--- config.mk ---
export PLATFORM = sky130hd
export DESIGN_NAME = sector_bitfix
export DESIGN_NICKNAME = d
export VERILOG_FILES = /design/src/rtl/bfx_pkg.sv /design/src/rtl/bfx_unpack.sv /design/src/rtl/bfx_flipfmt.sv /design/src/rtl/bfx_walker.sv /design/src/rtl/sector_bitfix.sv
export SDC_FILE = /design/constraint.sdc
export NUM_CORES = 1
export LEC_CHECK = 0
export CORE_UTILIZATION = 33
export DETAILED_ROUTE_END_ITERATION = 10
export GPL_TIMING_DRIVEN = 0
export HOLD_SLACK_MARGIN = 0.02
export PLACE_DENSITY = 0.73
export RECOVER_POWER = 50
export SLEW_MARGIN = 20
export SYNTH_ARGS = -nofsm -noshare
export SYNTH_HDL_FRONTEND = slang
export SYNTH_SLANG_ARGS = --single-unit
--- constraint.sdc ---
create_clock -name clk -period 3.1 [get_ports clk]
set_input_delay 0.775 -clock clk [delete_from_list [all_inputs] [get_ports clk]]
set_output_delay 0.775 -clock clk [all_outputs]
set_load 0.02 [all_outputs]
--- src/rtl/bfx_pkg.sv ---
package bfx_pkg;

  localparam int BFX_WORD_W      = 32;
  localparam int BFX_LOC_W       = 13;
  localparam int BFX_NUM_LOCS    = 8;
  localparam int BFX_CNT_W       = 4;
  localparam int BFX_CNT_LSB     = 10;
  localparam int BFX_SPILL_LSB   = 16;
  localparam int BFX_SECTOR_BITS = 4096;
  localparam int BFX_MASK_W      = 8;

  typedef enum logic [1:0] {
    ST_IDLE = 2'd0,
    ST_WALK = 2'd1,
    ST_FIN  = 2'd2
  } walk_state_e;

endpackage

--- src/rtl/bfx_unpack.sv ---
module bfx_unpack #(
  parameter int WORD_W   = 32,
  parameter int LOC_W    = 13,
  parameter int NUM_LOCS = 8,
  localparam int PACK_W  = LOC_W * NUM_LOCS,
  localparam int SPILL_W = PACK_W - 3 * WORD_W,
  localparam int IDX_W   = $clog2(NUM_LOCS)
) (
  input  logic               clk,
  input  logic               rst_n,
  input  logic               load,
  input  logic [WORD_W-1:0]  w_lo,
  input  logic [WORD_W-1:0]  w_mid,
  input  logic [WORD_W-1:0]  w_hi,
  input  logic [SPILL_W-1:0] spill,
  input  logic [IDX_W-1:0]   sel,
  output logic [LOC_W-1:0]   loc_adj
);

  // Captured report, bit 0 is the lowest bit of the first word
  logic [PACK_W-1:0] pack_q;
  logic [LOC_W-1:0]  locs [NUM_LOCS];

  always_ff @(posedge clk or negedge rst_n) begin
    if (!rst_n) begin
      pack_q <= '0;
    end else if (load) begin
      pack_q <= {spill, w_hi, w_mid, w_lo};
    end
  end

  // Each field is a contiguous slice; the two low bits are inverted to reach
  // data bit ordering
  for (genvar gi = 0; gi < NUM_LOCS; gi++) begin : g_loc
    assign locs[gi] = pack_q[gi*LOC_W +: LOC_W] ^ LOC_W'(3);
  end

  assign loc_adj = locs[sel];

endmodule

--- src/rtl/bfx_flipfmt.sv ---
module bfx_flipfmt #(
  parameter int LOC_W       = 13,
  parameter int SECTOR_BITS = 4096,
  parameter int MASK_W      = 8,
  localparam int SHIFT_W    = $clog2(MASK_W),
  localparam int BYTE_W     = LOC_W - SHIFT_W
) (
  input  logic [LOC_W-1:0]  loc,
  output logic              in_range,
  output logic [BYTE_W-1:0] byte_addr,
  output logic [MASK_W-1:0] bit_mask
);

  // Inclusive limit: an offset equal to the sector size still counts
  assign in_range  = loc <= LOC_W'(SECTOR_BITS);
  assign byte_addr = loc[LOC_W-1:SHIFT_W];
  assign bit_mask  = MASK_W'(1) << loc[SHIFT_W-1:0];

endmodule

--- src/rtl/bfx_walker.sv ---
module bfx_walker
  import bfx_pkg::*;
#(
  parameter int NUM_LOCS = 8,
  parameter int CNT_W    = 4,
  localparam int IDX_W   = $clog2(NUM_LOCS)
) (
  input  logic             clk,
  input  logic             rst_n,
  input  logic             start,
  input  logic [CNT_W-1:0] start_cnt,
  input  logic             loc_ok,
  input  logic             flip_ready,
  output logic             idle,
  output logic [IDX_W-1:0] sel,
  output logic             flip_valid,
  output logic             done,
  output logic [CNT_W-1:0] done_count,
  output logic             done_fail
);

  walk_state_e      st_q;
  logic [IDX_W-1:0] idx_q;
  logic [CNT_W-1:0] cnt_q;
  logic [CNT_W-1:0] app_q;
  logic             fail_q;

  logic cnt_none;
  logic cnt_bad;
  logic step_go;
  logic last_step;

  assign cnt_none  = start_cnt == '0;
  assign cnt_bad   = start_cnt > CNT_W'(NUM_LOCS);
  // A skipped location advances at once; an applied one waits for the buffer
  assign step_go   = (st_q == ST_WALK) && (!loc_ok || flip_ready);
  assign last_step = (CNT_W'(idx_q) + CNT_W'(1)) == cnt_q;

  always_ff @(posedge clk or negedge rst_n) begin
    if (!rst_n) begin
      st_q   <= ST_IDLE;
      idx_q  <= '0;
      cnt_q  <= '0;
      app_q  <= '0;
      fail_q <= 1'b0;
    end else begin
      unique case (st_q)
        ST_IDLE: begin
          if (start) begin
            idx_q  <= '0;
            cnt_q  <= start_cnt;
            app_q  <= '0;
            fail_q <= cnt_bad;
            st_q   <= (cnt_none || cnt_bad) ? ST_FIN : ST_WALK;
          end
        end
        ST_WALK: begin
          if (step_go) begin
            idx_q <= idx_q + 1'b1;
            if (loc_ok) app_q <= app_q + 1'b1;
            if (last_step) st_q <= ST_FIN;
          end
        end
        ST_FIN:  st_q <= ST_IDLE;
        default: st_q <= ST_IDLE;
      endcase
    end
  end

  assign idle       = st_q == ST_IDLE;
  assign sel        = idx_q;
  assign flip_valid = (st_q == ST_WALK) && loc_ok;
  assign done       = st_q == ST_FIN;
  assign done_count = app_q;
  assign done_fail  = fail_q;

  p_idle_quiet_r1: assert property (@(posedge clk) disable iff (!rst_n)
    idle |-> (!flip_valid && !done));

  p_done_pulse_r10: assert property (@(posedge clk) disable iff (!rst_n)
    done |=> !done);

  p_count_max_r10: assert property (@(posedge clk) disable iff (!rst_n)
    done |-> (done_count <= CNT_W'(NUM_LOCS)));

  p_fail_zero_r4: assert property (@(posedge clk) disable iff (!rst_n)
    (done && done_fail) |-> (done_count == '0));

  p_start_quiet_r8: assert property (@(posedge clk) disable iff (!rst_n)
    (start && (cnt_none || cnt_bad)) |=> (done && !flip_valid));

endmodule

--- src/rtl/sector_bitfix.sv ---
module sector_bitfix
  import bfx_pkg::*;
#(
  parameter int WORD_W      = BFX_WORD_W,
  parameter int LOC_W       = BFX_LOC_W,
  parameter int NUM_LOCS    = BFX_NUM_LOCS,
  parameter int CNT_W       = BFX_CNT_W,
  parameter int CNT_LSB     = BFX_CNT_LSB,
  parameter int SPILL_LSB   = BFX_SPILL_LSB,
  parameter int SECTOR_BITS = BFX_SECTOR_BITS,
  parameter int MASK_W      = BFX_MASK_W,
  localparam int SPILL_W    = LOC_W * NUM_LOCS - 3 * WORD_W,
  localparam int BYTE_W     = LOC_W - $clog2(MASK_W),
  localparam int IDX_W      = $clog2(NUM_LOCS)
) (
  input  logic              clk,
  input  logic              rst_n,
  input  logic              rpt_valid,
  output logic              rpt_ready,
  input  logic [WORD_W-1:0] rpt_lo,
  input  logic [WORD_W-1:0] rpt_mid,
  input  logic [WORD_W-1:0] rpt_hi,
  input  logic [WORD_W-1:0] rpt_stat,
  output logic              flip_valid,
  input  logic              flip_ready,
  output logic [BYTE_W-1:0] flip_byte,
  output logic [MASK_W-1:0] flip_mask,
  output logic              done,
  output logic [CNT_W-1:0]  done_count,
  output logic              done_fail
);

  logic             accept;
  logic [CNT_W-1:0] err_cnt;
  logic [IDX_W-1:0] sel;
  logic [LOC_W-1:0] loc_adj;
  logic             loc_ok;
  logic             stat_unused;

  assign accept  = rpt_valid && rpt_ready;
  assign err_cnt = rpt_stat[CNT_LSB +: CNT_W];
  assign stat_unused = ^rpt_stat;

  bfx_unpack #(
    .WORD_W  (WORD_W),
    .LOC_W   (LOC_W),
    .NUM_LOCS(NUM_LOCS)
  ) u_unpack (
    .clk    (clk),
    .rst_n  (rst_n),
    .load   (accept),
    .w_lo   (rpt_lo),
    .w_mid  (rpt_mid),
    .w_hi   (rpt_hi),
    .spill  (rpt_stat[SPILL_LSB +: SPILL_W]),
    .sel    (sel),
    .loc_adj(loc_adj)
  );

  bfx_flipfmt #(
    .LOC_W      (LOC_W),
    .SECTOR_BITS(SECTOR_BITS),
    .MASK_W     (MASK_W)
  ) u_fmt (
    .loc      (loc_adj),
    .in_range (loc_ok),
    .byte_addr(flip_byte),
    .bit_mask (flip_mask)
  );

  bfx_walker #(
    .NUM_LOCS(NUM_LOCS),
    .CNT_W   (CNT_W)
  ) u_walk (
    .clk       (clk),
    .rst_n     (rst_n),
    .start     (accept),
    .start_cnt (err_cnt),
    .loc_ok    (loc_ok),
    .flip_ready(flip_ready),
    .idle      (rpt_ready),
    .sel       (sel),
    .flip_valid(flip_valid),
    .done      (done),
    .done_count(done_count),
    .done_fail (done_fail)
  );

  p_hold_r9: assert property (@(posedge clk) disable iff (!rst_n)
    (flip_valid && !flip_ready) |=>
      (flip_valid && $stable(flip_byte) && $stable(flip_mask)));

  p_mask_onehot_r6: assert property (@(posedge clk) disable iff (!rst_n)
    flip_valid |-> ($countones(flip_mask) == 1));

  p_range_r7: assert property (@(posedge clk) disable iff (!rst_n)
    flip_valid |-> (flip_byte <= BYTE_W'(SECTOR_BITS / MASK_W)));

  p_busy_closed_r1: assert property (@(posedge clk) disable iff (!rst_n)
    (accept) |=> !rpt_ready);

endmodule

==> results.sh, run 1 <==
export IMPL_timing_critical_path_mode_cell="buf_6"
export IMPL_cts_tree="yes"
export IMPL_synth_net_count=740
export IMPL_nNetsFinal=918
export IMPL_die_h_um=132
export IMPL_synth_area_leaders="dfrtp_1 (53%), nand2_1 (23%), mux4_2 (8.9%), mux2i_1 (2.0%), mux2_2 (1.6%)"
export IMPL_grt_overflow=0
export IMPL_timing_fmax_ghz=0.258
export IMPL_cpPeakStageDelay_ps=560
export IMPL_global_route_usage_met1=0.272
export IMPL_whs_path_depth=2
export IMPL_cp_end_kind="output port"
export IMPL_io_buffers=137
export IMPL_met3_usage=0.0607
export IMPL_nFillCells=1521
export IMPL_grt_util_met2=0.341
export IMPL_clkLatencyLatePin_ps=420
export IMPL_grt_antenna_before_repair=0
export IMPL_synth_seq_cells=118
export IMPL_violations="capacitance limit, slew limit, setup timing"
export IMPL_clk_pin_slew_worst_paths_ps=60
export IMPL_syn_area_sq_um=5570
export IMPL_syn2layout_area_growth_pct=46.3
export IMPL_antenna_left=0
export IMPL_wire_per_inst_um=17.6
export IMPL_synth_distinct_cells=41
export IMPL_ys_seq_area_frac=0.530
export IMPL_grt_start_max_net_pins=77
export IMPL_powerDensity_nw_per_um2=1120
export IMPL_die_x_um=132
export IMPL_startpoint_type="flip-flop"
export IMPL_synth_area_leader_cell="dfrtp_1"
export IMPL_post_drt_via_cell_ratio=4.87
export IMPL_dr_pass1_iters=5
export IMPL_ff_latch_area_sq_um=2960
export IMPL_vias=4955
export IMPL_htreeDepth=4
export IMPL_grt_pass1_wl_um=27300
export IMPL_synthDominantCellAreaShare=0.530
export IMPL_io_pins=158
export IMPL_period_minus_slack_ps=3870
export IMPL_synth_top_flop_cell="dfrtp_1"
export IMPL_hold_worst_slack_ps=474
export IMPL_worstPathArrival_ps=3100
export IMPL_power_internal_mw=5.54
export IMPL_cap_viol_max_count=1
export IMPL_worstHoldPathType="reg -> reg"
export IMPL_start_util=0.337
export IMPL_coreArea_sq_um=16500
export IMPL_power_frac_seq=0.297
export IMPL_synth_edf_count=0
export IMPL_ctsHoldBuffers=0
export IMPL_routed_wl_um=17900
export IMPL_switching_power_mw=3.59
export IMPL_syn_avg_cell_area_sq_um=9.19
export IMPL_top_usage_layer="met2"
export IMPL_power_mw=9.14
export IMPL_yosys_warnings=0
export IMPL_grt_pass1_vias=4995
export IMPL_power_frac_clock=0.206
export IMPL_drc=0
export IMPL_worst_ir_drop_vdd_mv=0.532
export IMPL_critPathRequiredTime_ps=2320
export IMPL_clock_skew_ps=9.26
export IMPL_timing_final_ws_setup_ps=-772
export IMPL_outcome="complete, but fails checks"
export IMPL_p_comb_frac=0.497
export IMPL_p_sw_frac=0.393
export IMPL_dp_hpwl_um=12500
export IMPL_grt_usage=0.212
export IMPL_setup_violations=45
export IMPL_drt_initial_drc_count=335
export IMPL_reg2reg_depth=12
export IMPL_place_congestion=0.828
export IMPL_multi_input_area_sq_um=2540
export IMPL_path_class="reg -> out"
export IMPL_crit_chain="clkbuf_16, buf_6, buf_16, mux4_2, mux2i_4, nand4_1, buf_6, o41ai_4, and2_4, buf_6"
export IMPL_postPlaceCellArea_sq_um=7270
export IMPL_slew_viol_final=44
export IMPL_synth_async_sr_flop_share=1.00
export IMPL_diodes=0
export IMPL_maxSlewHeadroom=-0.610
export IMPL_rows=47
export IMPL_rsz0062_at_grt="true"
export IMPL_die_area_sq_um=17400
export IMPL_p_leak_nw=3.95
export IMPL_tightest_slew_ps=2420
export IMPL_drive_gt1_frac=0.151
export IMPL_crit_path_max_fanout=5
export IMPL_cts_root_buf="clkbuf_16"
export IMPL_cts_buffers=17
export IMPL_design_area_sq_um=8140
export IMPL_cts_path_max_buffers=2
export IMPL_synthCells=606
export IMPL_post_route_period_util=1.25
export IMPL_cpMaxStageDelayCell="mux4_2"
export IMPL_clock_sinks=118
export IMPL_hold_viol_final=0
==> state kept, by name (all words and copies together), names as in the netlist <==
| register | flops |
|---|---|
| u_walk.done_count | 4 |
| u_walk.sel | 3 |
| u_walk.done_fail | 1 |
| u_walk.st_q | 2 |
| u_walk.cnt_q | 4 |
| u_unpack.pack_q | 104 |
==> logic make-up (layout without fill, tap and decap cells) <==
family          after synthesis  after routing  share of synthesized area
mux                          42             42                      0.127
xor+xnor                      5              5                    0.00787
compound gates               22             22                     0.0324
flops                       118            118                      0.530
simple gates                372            372                      0.264
buf+inv                      45            236                     0.0335
fa+ha+maj                     2              2                    0.00449
==> cell usage after synthesis, types with 3 or more instances <==
cell      instances
nand2_1         338
dfrtp_1         118
clkbuf_1         22
mux4_2           22
inv_1            12
mux2i_1          11
nor2_1            9
mux2_2            8
buf_1             6
a22oi_1           4
and2_1            4
nand2b_1          4
nor2b_1           4
nor3_1            4
a211o_1           3
xnor2_1           3
==> per-stage QoR <==
stage	cells	worst slack, ps	util	setup TNS (ps)
2_1_floorplan	606	-71.6	-	-71.6
3_3_place_gp	963	-3430	0.438	-434690
3_5_place_dp	964	-1270	0.440	-15710
4_1_cts	1015	-833	0.490	-3780
5_1_grt	1017	-835	0.493	-26040
6_report	1017	-772	0.493	-11370
==> path summary, 6_finish.rpt <==
check	startpoint	end	slack, ps
worst max-delay path	u_walk.sel[1]$_DFFE_PN0P_	flip_valid	-770
worst min-delay path	u_unpack.pack_q[80]$_DFFE_PN0P_	u_unpack.pack_q[80]$_DFFE_PN0P_	470
worst max register to register	u_walk.sel[1]$_DFFE_PN0P_	u_walk.done_count[2]$_DFFE_PN0P_	-170
worst min register to register	u_unpack.pack_q[80]$_DFFE_PN0P_	u_unpack.pack_q[80]$_DFFE_PN0P_	470
max in group asynchronous	rst_n	u_unpack.pack_q[35]$_DFFE_PN0P_	350
min in group asynchronous	rst_n	u_walk.cnt_q[3]$_DFFE_PN0P_	1100
==> power by group through the flow <==
stage / clock network (mW) / logic (mW) / registers [mW]
2_1_floorplan: 0 / 2.55 / 2.56
3_3_place_gp: 0 / 3.90 / 2.67
3_5_place_dp: 0 / 3.99 / 2.70
4_1_cts: 1.91 / 4.37 / 2.70
5_1_grt: 1.97 / 4.86 / 2.79
6_report: 1.89 / 4.54 / 2.71
==> cell type report <==
cell class | instances | share of cell area
Timing Repair Buffer | 160 | 0.192
Tap cell | 220 | 0.0338
Multi-Input combinational cell | 443 | 0.312
Sequential cell | 118 | 0.363
Buffer | 32 | 0.0254
Clock inverter | 10 | 0.0129
Clock buffer | 22 | 0.0558
Inverter | 12 | 0.00553
==> cells in the final DEF, fill, tap and decap left out, drive strengths merged, types with 2 or more instances in the layout <==
cell type / count
and2: 4
buf: 45
xor2: 2
o31ai: 2
or4: 2
mux4: 22
xnor2: 3
nor3: 4
a21oi: 2
a22oi: 4
o21ai: 2
clkbuf: 48
o211ai: 2
ha: 2
bufinv: 2
inv: 12
nor2: 9
nand2: 338
and3: 2
clkinv: 6
clkinvlp: 2
dlygate4sd2: 4
clkdlybuf4s50: 116
nand2b: 4
a211o: 3
dfrtp: 118
mux2i: 12
mux2: 8
nor2b: 4
==> worst max-delay path: cells and delay by family, from the launching register on <==
family | cells | cell delay (ps)
AO/OA/AOI/OAI | 1 | 410
buffers and inverters | 5 | 710
flip-flops | 1 | 430
AND/OR/NAND/NOR | 2 | 380
multiplexers | 2 | 750
==> repair_timing <==
item,in CTS,in global routing
setup buffers,17,3
resized for setup,106,25
endpoints found under the setup margin,28,25
cloned,2,0
pin swaps,8,7
==> routing by layer <==
layer	up-vias	routed length, um
met5	-	0
met4	0	486
met3	35	1350
met2	217	8620
met1	2393	7430
li1	2310	-
No activity file was read; power rests on OpenSTA's default activity.
==> run 2, diff against run 1 <==
GPL_ROUTABILITY_DRIVEN = 0   (was not set)
SETUP_SLACK_MARGIN = 0.4   (was not set)
==> run 2 against run 1 <==
  * The flow still finishes with violations (capacitance limit, slew limit, setup timing)
  * Sequential power hardly changed
  * First-iteration DRC count is 4.5% higher
  * Combinational power is 12% higher
  * Sequential cell count stayed put
  * Routed wire length is 0.19% lower
  * Highest routed layer unchanged
  * Die area stayed put
  * Critical path depth is 2 lower
  * Clock skew is 0.66 ps higher
==> results.sh, run 2 (synthesized netlist as in run 1, its figures left out) <==
export IMPL_final_core_utilization=0.507
export IMPL_cts_buffers=17
export IMPL_tightest_slew_ps=2390
export IMPL_holdCritStartpoint="u_unpack.pack_q[16]$_DFFE_PN0P_"
export IMPL_dr_pass1_iters=4
export IMPL_max_flop_register="u_unpack.pack_q"
export IMPL_grt_pass1_vias=4985
export IMPL_cts_tree="yes"
export IMPL_timing_final_ws_setup_ps=-795
export IMPL_slew_viol_final=45
export IMPL_path_class="reg -> out"
export IMPL_clkLatencyLatePin_ps=420
export IMPL_drive_gt1_frac=0.187
export IMPL_whs_path_depth=2
export IMPL_wire_per_inst_um=17.5
export IMPL_io_buffers=137
export IMPL_worstPathArrival_ps=3120
export IMPL_cap_viol_max_count=1
export IMPL_critPathRequiredTime_ps=2320
export IMPL_cts_path_max_buffers=2
export IMPL_die_h_um=132
export IMPL_final_cell_mix="nand2_1 (329), clkdlybuf4s50_1 (116), dfrtp_1 (116), clkbuf_1 (26), buf_4 (23)"
export IMPL_crit_path_max_fanout=4
export IMPL_hold_viol_final=0
export IMPL_multi_input_area_sq_um=2630
export IMPL_diodes=0
export IMPL_antenna_left=0
export IMPL_powerDensity_nw_per_um2=1140
export IMPL_htreeDepth=4
export IMPL_post_drt_via_cell_ratio=4.89
export IMPL_drt_initial_drc_count=350
export IMPL_rows=47
export IMPL_grt_antenna_before_repair=0
export IMPL_crit_start="u_walk.sel[1]$_DFFE_PN0P_"
export IMPL_r2r_end="u_walk.done_count[2]$_DFFE_PN0P_"
export IMPL_clock_sinks=118
export IMPL_post_route_period_util=1.26
export IMPL_coreArea_sq_um=16500
export IMPL_dp_hpwl_um=12400
export IMPL_violations="capacitance limit, slew limit, setup timing"
export IMPL_setup_violations=17
export IMPL_drc=0
export IMPL_final_common_cell="nand2_1"
export IMPL_largest_reg_flops=104
export IMPL_syn2layout_area_growth_pct=50.6
export IMPL_routed_wl_um=17900
export IMPL_rsz0062_at_grt="true"
export IMPL_cp_end_kind="output port"
export IMPL_clk_pin_slew_worst_paths_ps=50
export IMPL_io_pins=158
export IMPL_maxSlewHeadroom=-0.591
export IMPL_worst_ir_drop_vdd_mv=0.640
export IMPL_whs_endpoint="u_unpack.pack_q[16]$_DFFE_PN0P_"
export IMPL_place_inst=964
export IMPL_timing_fmax_ghz=0.257
export IMPL_rrSetupSlack_ps=-240
export IMPL_die_area_sq_um=17400
export IMPL_reg2reg_depth=11
export IMPL_p_leak_nw=4.04
export IMPL_worstHoldPathType="reg -> reg"
export IMPL_power_mw=9.57
export IMPL_grt_usage=0.215
export IMPL_grt_start_max_net_pins=76
export IMPL_grt_pass1_wl_um=27700
export IMPL_final_cells=1023
export IMPL_nNetsFinal=926
export IMPL_nFillCells=1469
export IMPL_reg_largest_list="u_unpack.pack_q: 104 flops, u_walk.cnt_q: 4 flops, u_walk.done_count: 4 flops"
export IMPL_ff_latch_area_sq_um=2960
export IMPL_outcome="complete, but fails checks"
export IMPL_die_x_um=132
export IMPL_cts_root_buf="clkbuf_16"
export IMPL_startpoint_type="flip-flop"
export IMPL_period_minus_slack_ps=3900
export IMPL_vias=4998
export IMPL_clock_skew_ps=9.92
export IMPL_grt_overflow=0
export IMPL_rr_startpoint="u_walk.sel[1]$_DFFE_PN0P_"
export IMPL_start_util=0.337
==> run 2: through the flow <==
step	instance area, sq um	hold WS, ps	setup WS, ps	setup TNS [ps]
floorplan	5600	440	-69.6	-69.6
detailed placement	7270	457	-1280	-21100
CTS	8130	284	-795	-3380
finish	8390	473	-795	-4000
global route	8390	489	-840	-15080
global placement	7250	452	-3440	-424830
==> run 2: layout make-up <==
| type | instances | area share |
|---|---|---|
| Sequential cell | 118 | 0.352 |
| Multi-Input combinational cell | 443 | 0.313 |
| Timing Repair Buffer | 167 | 0.205 |
| Clock buffer | 25 | 0.0567 |
| Tap cell | 220 | 0.0328 |
| Buffer | 33 | 0.0285 |
| Clock inverter | 5 | 0.00597 |
| Inverter | 12 | 0.00537 |
==> run 2: how the worst max path moves through the flow <==
stage | endpoint | slack (ps)
global route | flip_valid | -840
floorplan | flip_valid | -70
detailed placement | flip_valid | -1280
finish | flip_valid | -800
global placement | u_unpack.pack_q[56]$_DFFE_PN0P_ | -3440
CTS | flip_valid | -800
==> run 2: where the power goes <==
group | internal [mW] | switching, mW
clock network | 1.13 | 0.671
logic | 2.45 | 2.63
registers | 2.26 | 0.426
==> run 2: metal layers <==
layer / wire [um] / vias to the layer above / GRT usage / part of all wire
met5: 0 / - / 0 / 0
met4: 446 / 0 / 0.0879 / 0.025
met3: 1090 / 28 / 0.0561 / 0.061
met2: 8710 / 202 / 0.344 / 0.49
met1: 7620 / 2450 / 0.278 / 0.43
li1: - / 2318 / - / -
==> run 2: worst max-delay path, cell delays in order (launching register included) <==
cell and delay (ps):
dfrtp_2 410, clkbuf_16 180, buf_12 100, mux4_2 520, mux2_4 300, or4_4 550
o41ai_4 310, and2_4 220, buf_6 110
==> run 2: what timing repair did <==
item | CTS | global route
endpoints found under the setup margin | 58 | 52
hold buffers | 0 | 0
cloned | 2 | 1
buffers inserted | 14 | 12
gates resized for setup | 152 | 45
pin swaps | 10 | 10
